### config.mk
export PLATFORM = sky130hd
export DESIGN_NAME = sram_i2c_target
export DESIGN_NICKNAME = d
export VERILOG_FILES = /design/src/rtl/sram_i2c_pkg.sv /design/src/rtl/i2c_line_events.sv /design/src/rtl/sram_addr_ptr.sv /design/src/rtl/i2c_sram_fsm.sv /design/src/rtl/sram_i2c_target.sv
export SDC_FILE = /design/constraint.sdc
export NUM_CORES = 1
export LEC_CHECK = 0
export BUFFER_PORTS_ARGS = -buffer_cell sky130_fd_sc_hd__buf_2
export CAP_MARGIN = 20
export CORE_UTILIZATION = 30
export DETAILED_ROUTE_END_ITERATION = 16
export GPL_TIMING_DRIVEN = 0
export HOLD_SLACK_MARGIN = 0.15
export PLACE_DENSITY = 0.5
export REMOVE_ABC_BUFFERS = 1
export SLEW_MARGIN = 5
export SYNTH_ARGS = -nofsm -noshare
export SYNTH_HDL_FRONTEND = slang
export SYNTH_HIERARCHICAL = 1
export SYNTH_SLANG_ARGS = --single-unit
### constraint.sdc
create_clock -name clk -period 8.6 [get_ports clk]
set_input_delay 1.72 -clock clk [delete_from_list [all_inputs] [get_ports clk]]
set_output_delay 1.72 -clock clk [all_outputs]
set_load 0.01 [all_outputs]
### src/rtl/sram_i2c_pkg.sv
package sram_i2c_pkg;
  typedef enum logic [2:0] {
    PH_IDLE,
    PH_CTRL,
    PH_AHI,
    PH_ALO,
    PH_WR,
    PH_RD
  } phase_e;

  localparam logic [3:0] CTRL_OPCODE = 4'b1010;
  localparam int         BYTE_W      = 8;
  localparam int         CNT_W       = 4;
  localparam logic [3:0] CNT_ACK     = 4'd8;
  localparam logic [3:0] CNT_POSTACK = 4'd9;
endpackage

### src/rtl/i2c_line_events.sv
module i2c_line_events (
  input  logic clk,
  input  logic rst_n,
  input  logic scl_i,
  input  logic sda_i,
  output logic scl_rise,
  output logic scl_fall,
  output logic bus_start,
  output logic bus_stop
);
  logic scl_q;
  logic sda_q;

  // idle bus level is high on both lines
  always_ff @(posedge clk) begin
    if (!rst_n) begin
      scl_q <= 1'b1;
      sda_q <= 1'b1;
    end else begin
      scl_q <= scl_i;
      sda_q <= sda_i;
    end
  end

  assign scl_rise  = scl_i & ~scl_q;
  assign scl_fall  = ~scl_i & scl_q;
  assign bus_start = scl_i & scl_q & sda_q & ~sda_i;
  assign bus_stop  = scl_i & scl_q & ~sda_q & sda_i;
endmodule

### src/rtl/sram_addr_ptr.sv
module sram_addr_ptr #(
  parameter int ADDR_W = 13
) (
  input  logic              clk,
  input  logic              rst_n,
  input  logic              ld_hi,
  input  logic              ld_lo,
  input  logic              inc,
  input  logic [7:0]        byte_in,
  output logic [ADDR_W-1:0] ptr,
  output logic              in_prot
);
  localparam int HI_W = ADDR_W - 8;

  logic [ADDR_W-1:0] ptr_q;

  always_ff @(posedge clk) begin
    if (!rst_n) begin
      ptr_q <= '0;
    end else if (ld_hi) begin
      ptr_q[ADDR_W-1:8] <= byte_in[HI_W-1:0];
    end else if (ld_lo) begin
      ptr_q[7:0] <= byte_in;
    end else if (inc) begin
      ptr_q <= ptr_q + 1'b1;
    end
  end

  assign ptr     = ptr_q;
  assign in_prot = &ptr_q[ADDR_W-1 -: 2];

  AST_PTR_WRAP: assert property (@(posedge clk) disable iff (!rst_n)
    (inc && !ld_hi && !ld_lo && (&ptr_q)) |=> (ptr_q == '0));
endmodule

### src/rtl/i2c_sram_fsm.sv
module i2c_sram_fsm
  import sram_i2c_pkg::*;
#(
  parameter int ADDR_W = 13
) (
  input  logic              clk,
  input  logic              rst_n,
  input  logic              scl_rise,
  input  logic              scl_fall,
  input  logic              bus_start,
  input  logic              bus_stop,
  input  logic              sda_i,
  input  logic [1:0]        strap_cs,
  input  logic              wprot,
  input  logic              busy,
  input  logic [ADDR_W-1:0] ptr,
  input  logic              in_prot,
  output logic              ld_hi,
  output logic              ld_lo,
  output logic              ptr_inc,
  output logic [7:0]        byte_rx,
  output logic              sda_oe,
  output logic              mem_req,
  output logic              mem_we,
  output logic [ADDR_W-1:0] mem_addr,
  output logic [7:0]        mem_wdata,
  input  logic [7:0]        mem_rdata
);
  phase_e             phase;
  logic [CNT_W-1:0]   bitcnt;
  logic [BYTE_W-1:0]  shreg;
  logic [BYTE_W-1:0]  tx;
  logic               acked;
  logic               busy_q;
  logic               cap;
  logic               abort;
  logic               ctrl_ok;
  logic               wr_ok;
  logic               quiet;
  logic               commit;

  assign abort   = busy & ~busy_q;
  assign quiet   = abort | bus_stop | bus_start;
  assign ctrl_ok = (shreg[7:4] == CTRL_OPCODE) && (shreg[3:2] == strap_cs)
                   && shreg[1] && !busy;
  assign wr_ok   = !(wprot && in_prot);
  assign commit  = !quiet && scl_rise && (phase == PH_WR)
                   && (bitcnt == CNT_ACK) && acked;
  assign ld_hi   = !quiet && scl_fall && (phase == PH_AHI) && (bitcnt == CNT_ACK);
  assign ld_lo   = !quiet && scl_fall && (phase == PH_ALO) && (bitcnt == CNT_ACK);
  assign ptr_inc = commit | cap;
  assign byte_rx = shreg;

  always_ff @(posedge clk) begin
    if (!rst_n) begin
      phase     <= PH_IDLE;
      bitcnt    <= '0;
      shreg     <= '0;
      tx        <= '0;
      acked     <= 1'b0;
      busy_q    <= 1'b0;
      cap       <= 1'b0;
      sda_oe    <= 1'b0;
      mem_req   <= 1'b0;
      mem_we    <= 1'b0;
      mem_addr  <= '0;
      mem_wdata <= '0;
    end else begin
      busy_q  <= busy;
      mem_req <= 1'b0;
      cap     <= mem_req & ~mem_we;
      if (cap) tx <= mem_rdata;

      if (abort || bus_stop) begin
        phase  <= PH_IDLE;
        sda_oe <= 1'b0;
      end else if (bus_start) begin
        phase  <= PH_CTRL;
        bitcnt <= '0;
        acked  <= 1'b0;
        sda_oe <= 1'b0;
      end else if (phase == PH_IDLE) begin
        sda_oe <= 1'b0;
      end else if (scl_rise) begin
        if (bitcnt < CNT_ACK) begin
          shreg  <= {shreg[6:0], sda_i};
          bitcnt <= bitcnt + 1'b1;
        end else if (bitcnt == CNT_ACK) begin
          bitcnt <= CNT_POSTACK;
          unique case (phase)
            PH_CTRL: begin
              if (shreg[0]) begin
                phase    <= PH_RD;
                mem_req  <= 1'b1;
                mem_we   <= 1'b0;
                mem_addr <= ptr;
              end else begin
                phase <= PH_AHI;
              end
            end
            PH_AHI: phase <= PH_ALO;
            PH_ALO: phase <= PH_WR;
            PH_WR: begin
              if (acked) begin
                mem_req   <= 1'b1;
                mem_we    <= 1'b1;
                mem_addr  <= ptr;
                mem_wdata <= shreg;
              end else begin
                phase <= PH_IDLE;
              end
            end
            PH_RD: begin
              if (!sda_i) begin
                mem_req  <= 1'b1;
                mem_we   <= 1'b0;
                mem_addr <= ptr;
              end else begin
                phase <= PH_IDLE;
              end
            end
            default: phase <= PH_IDLE;
          endcase
        end
      end else if (scl_fall) begin
        if (bitcnt == CNT_ACK) begin
          unique case (phase)
            PH_CTRL: begin
              if (ctrl_ok) begin
                acked  <= 1'b1;
                sda_oe <= 1'b1;
              end else begin
                phase  <= PH_IDLE;
                sda_oe <= 1'b0;
              end
            end
            PH_AHI, PH_ALO: begin
              acked  <= 1'b1;
              sda_oe <= 1'b1;
            end
            PH_WR: begin
              acked  <= wr_ok;
              sda_oe <= wr_ok;
            end
            default: sda_oe <= 1'b0;
          endcase
        end else if (bitcnt == CNT_POSTACK) begin
          bitcnt <= '0;
          sda_oe <= (phase == PH_RD) ? ~tx[7] : 1'b0;
        end else if (phase == PH_RD && bitcnt != '0) begin
          sda_oe <= ~tx[3'd7 - bitcnt[2:0]];
        end
      end
    end
  end

  AST_BUSY_NO_ACK: assert property (@(posedge clk) disable iff (!rst_n)
    (phase == PH_CTRL && scl_fall && bitcnt == CNT_ACK && busy) |=> !sda_oe);
  AST_BUSY_ABORT: assert property (@(posedge clk) disable iff (!rst_n)
    $rose(busy) |=> (phase == PH_IDLE && !sda_oe));
  AST_NACK_ENDS_READ: assert property (@(posedge clk) disable iff (!rst_n)
    (phase == PH_RD && scl_rise && bitcnt == CNT_ACK && sda_i && !abort)
      |=> (phase == PH_IDLE));
  AST_ADDR_ACKED: assert property (@(posedge clk) disable iff (!rst_n)
    (ld_hi || ld_lo) |=> sda_oe);
endmodule

### src/rtl/sram_i2c_target.sv
module sram_i2c_target #(
  parameter int ADDR_W = 13
) (
  input  logic              clk,
  input  logic              rst_n,
  input  logic              scl_i,
  input  logic              sda_i,
  output logic              sda_oe,
  input  logic [1:0]        strap_cs,
  input  logic              wprot,
  input  logic              busy,
  output logic              mem_req,
  output logic              mem_we,
  output logic [ADDR_W-1:0] mem_addr,
  output logic [7:0]        mem_wdata,
  input  logic [7:0]        mem_rdata
);
  logic              scl_rise;
  logic              scl_fall;
  logic              bus_start;
  logic              bus_stop;
  logic              ld_hi;
  logic              ld_lo;
  logic              ptr_inc;
  logic              in_prot;
  logic [7:0]        byte_rx;
  logic [ADDR_W-1:0] ptr;

  i2c_line_events u_events (
    .clk       (clk),
    .rst_n     (rst_n),
    .scl_i     (scl_i),
    .sda_i     (sda_i),
    .scl_rise  (scl_rise),
    .scl_fall  (scl_fall),
    .bus_start (bus_start),
    .bus_stop  (bus_stop)
  );

  sram_addr_ptr #(.ADDR_W(ADDR_W)) u_ptr (
    .clk     (clk),
    .rst_n   (rst_n),
    .ld_hi   (ld_hi),
    .ld_lo   (ld_lo),
    .inc     (ptr_inc),
    .byte_in (byte_rx),
    .ptr     (ptr),
    .in_prot (in_prot)
  );

  i2c_sram_fsm #(.ADDR_W(ADDR_W)) u_fsm (
    .clk       (clk),
    .rst_n     (rst_n),
    .scl_rise  (scl_rise),
    .scl_fall  (scl_fall),
    .bus_start (bus_start),
    .bus_stop  (bus_stop),
    .sda_i     (sda_i),
    .strap_cs  (strap_cs),
    .wprot     (wprot),
    .busy      (busy),
    .ptr       (ptr),
    .in_prot   (in_prot),
    .ld_hi     (ld_hi),
    .ld_lo     (ld_lo),
    .ptr_inc   (ptr_inc),
    .byte_rx   (byte_rx),
    .sda_oe    (sda_oe),
    .mem_req   (mem_req),
    .mem_we    (mem_we),
    .mem_addr  (mem_addr),
    .mem_wdata (mem_wdata),
    .mem_rdata (mem_rdata)
  );

  AST_OE_SCL_LOW: assert property (@(posedge clk) disable iff (!rst_n)
    $rose(sda_oe) |-> !scl_i);
  AST_WR_NOT_LOCKED: assert property (@(posedge clk) disable iff (!rst_n)
    (mem_req && mem_we) |-> !($past(wprot) && (&mem_addr[ADDR_W-1 -: 2])));
  AST_RESET_QUIET: assert property (@(posedge clk)
    !rst_n |=> (!mem_req && !sda_oe));
endmodule

==> run_results.csv <==
group,metric,value,unit
job,maxCapViolations,0,
power_and_ir_drop,share_seq_of_total_power,43.8,%
power_and_ir_drop,clkPwrFrac,52.8,%
logic_synthesis,synth_most_common_cell,"dfxtp_1",
power_and_ir_drop,leakage,1.593,nW
logic_synthesis,synth_common_cells,"65 x dfxtp_1, 43 x nor2b_1, 40 x mux2i_1",
logic_synthesis,synth-simple-area-share,28.04,%
worst_setup_path,ff2ff_setup_slack,5720,ps
hold_path,min_from,"u_fsm/mem_req",
route,drc,0,
cts,insertion_delay,330,ps
place,io_buffers,39,
cts,clockBufferDepth,2,
finish,syn_to_final_growth,15.91,%
floorplan,num_rows,38,
worst_setup_path,r2r_end,"u_ptr/ptr[6]",
route,wire_per_inst,14.45,um
logic_synthesis,synth_top_family_by_area,"simple AND/OR/NAND/NOR gates",
sta,rsz0062_at_grt,"false",
cts,cts_resized,0,
hold_path,hold_path_end,"u_fsm/cap",
logic_synthesis,synth_area_per_cell,9.209,um2
route,final_antenna_net_count,0,
logic_synthesis,synth_xor_area_share,1.522,%
global_routing,grt_max_degree,67,
global_routing,globalRouteOverflowTotal,0,
floorplan,die_width,109.3,um
sta,finalSetupViolCount,0,
floorplan,die-area,11940,um2
floorplan,start_util,31.31,%
global_routing,antenna_found_initial,0,
cts,clock_sinks,65,
place,gp_congestion,0.8002,
route,totalWireLength,7917,um
power_and_ir_drop,p_switching,0.1424,mW
power_and_ir_drop,switching_share,20.56,%
cts,cts-root-buf,"clkbuf_16",
place,place_area,3706,um2
worst_setup_path,worstPathRequired,8820,ps
cts,post_cts_buffers,0,
finish,antenna_cells,0,
sta,setup_tns,0,ps
logic_synthesis,ys_ff_latch,65,
logic_synthesis,ys_types,60,
sta,fmax,0.2446,GHz
power_and_ir_drop,powerDensity,173.0,nW/um2
worst_setup_path,r2r-start,"u_events/scl_q",
cts,hold_buffers,0,
logic_synthesis,synthAdderAreaFrac,1.449,%
power_and_ir_drop,combPwrFrac,3.4,%
logic_synthesis,synth_mux_area_share,12.90,%
place,place.detailed.hpwl,5422,um
logic_synthesis,synth_compound_area_share,13.66,%
cts,numCtsBuffers,9,
worst_setup_path,crit_fanout,9,
global_routing,grt_pass1_wl,12990,um
floorplan,io_pins,40,
finish,final_cell_area,4003,um2
sta,hold_viol,0,
logic_synthesis,synth_edf_count,0,
cts,cts_tree,"built",
hold_path,whs_path_depth,2,
logic_synthesis,synth_top_area_share,37.68,%
sta,slew_violations,0,
logic_synthesis,synth_area_leaders,"dfxtp_1 38%, mux2i_1 12%, nor2b_1 7.8%",
worst_setup_path,rr_worst_depth,8,
worst_setup_path,arrival,4310,ps
logic_synthesis,yosysWarningCount,6,
global_routing,track_usage,14.26,%
logic_synthesis,synth.yosys.seq_area_share,37.68,%
sta,fin_crit,4089,ps
logic_synthesis,synth_largest_area_cell,"dfxtp_1",
sta,fin_skew,8.072,ps
worst_setup_path,startpoint_type,"primary input",
power_and_ir_drop,vdd_drop_max,0.1119,mV
floorplan,die_h,109.3,um
floorplan,coreArea,11030,um2
route,vias,2739,
logic_synthesis,async_flop_share,0,%
worst_setup_path,startpoint,"scl_i",
finish,nets,424,
route,drt_iter0_drc,152,
sta,max_slew_margin,33.39,%
power_and_ir_drop,p_int,0.5502,mW
logic_synthesis,mappedNetlistArea,3453,um2
sta,worst_pin_slew,999.2,ps
finish,drive_above_1_share,18.38,%
worst_setup_path,cp-end-kind,"flip-flop",
route,viasPerCell,4.998,
sta,post-route-period-util,47.54,%
route,first_pass_iters,7,
worst_setup_path,criticalPathCategory,"primary input to flip-flop",
logic_synthesis,synthCells,375,
status,status,"completed",
global_routing,grt_pass1_vias,2488,
logic_synthesis,synth-main-ff-cell,"dfxtp_1",
hold_path,worstHoldPathType,"flip-flop to flip-flop",
cts,path_clk_slew,50,ps
cts,htree_levels,3,
==> layout make-up <==
type | instances | area (um2)
clock buffers | 12 | 256.5
flip-flops and latches | 65 | 1301
inverters | 9 | 33.78
repair buffers | 40 | 202.7
fillers | 1161 | 7028
multi-input cells | 279 | 1993
clock inverters | 3 | 40.04
well taps | 140 | 175.2
==> worst max path at each step <==
stage / end / slack [ps] / cells past startpoint
detailed placement: u_ptr/ptr[6] / 4220 / 9
global placement: u_ptr/ptr[0] / 2540 / 8
floorplan: u_ptr/ptr[0] / 3600 / 7
CTS: u_ptr/ptr[6] / 4560 / 9
global route: u_ptr/ptr[6] / 4160 / 9
finish: u_ptr/ptr[6] / 4510 / 9
==> cells in the final DEF (no fill, tap or decap), types with 16 or more instances in the layout <==
cell type,instances
nor2b_1,43
o21ai_0,20
buf_2,39
nor2_1,24
mux2i_1,40
dfxtp_1,65
nand2_1,21
a21oi_1,16
==> power by group through the flow <==
stage	clock network, mW	registers, mW	logic (mW)
2_1_floorplan	0	0.310	0.0131
3_3_place_gp	0	0.310	0.0236
3_5_place_dp	0	0.310	0.0238
4_1_cts	0.375	0.304	0.0238
5_1_grt	0.389	0.303	0.0262
6_report	0.365	0.304	0.0236
==> stage by stage <==
stage / power, mW / hold slack [ps] / setup WS, ps / util [%] / std cells
6_report: 0.6926 / 446.6 / 4511 / 36.29 / 548
3_5_place_dp: 0.3338 / 438.2 / 4224 / 33.60 / 533
3_3_place_gp: 0.3335 / 426.9 / 2539 / 33.48 / 532
4_1_cts: 0.7024 / 450.7 / 4560 / 36.29 / 548
2_1_floorplan: 0.3227 / 453.4 / 3603 / - / 353
5_1_grt: 0.7187 / 455.7 / 4159 / 36.29 / 548
==> logic make-up (layout without fill, tap and decap cells) <==
logic type | count (synthesis) | after routing
buffers and inverters | 31 | 64
flip-flops | 65 | 65
XOR/XNOR | 6 | 6
AND/OR/NAND/NOR | 157 | 157
multiplexers | 42 | 42
AO/OA/AOI/OAI | 70 | 70
adder cells (fa/ha/maj) | 4 | 4
==> routing by layer <==
layer	track usage, %	up-vias	part of all wire, %
met5	0	-	0
met4	4.571	0	1.4
met3	4.090	9	4.7
li1	-	1404	-
met1	20.66	1260	52
met2	20.08	66	42
==> critical path: stages <==
cell	delay, ps
buf_2	120
and4b_1	290
nor3_1	550
nand4_1	230
nor3b_2	510
nor2_1	100
nor2_1	380
o21ai_0	160
a31o_2	270
==> sequential cells by signal, indices dropped and copies added, names as in the netlist <==
register,flops
u_fsm/mem_addr,13
u_fsm/sda_oe,1
u_fsm/acked,1
u_fsm/mem_we,1
u_fsm/mem_req,1
u_fsm/bitcnt,4
u_fsm/busy_q,1
u_fsm/tx,8
u_fsm/byte_rx,8
u_fsm/mem_wdata,8
u_fsm/phase,3
u_ptr/ptr,13
u_events/sda_q,1
u_events/scl_q,1
u_fsm/cap,1
No activity file was read; power rests on OpenSTA's default activity.
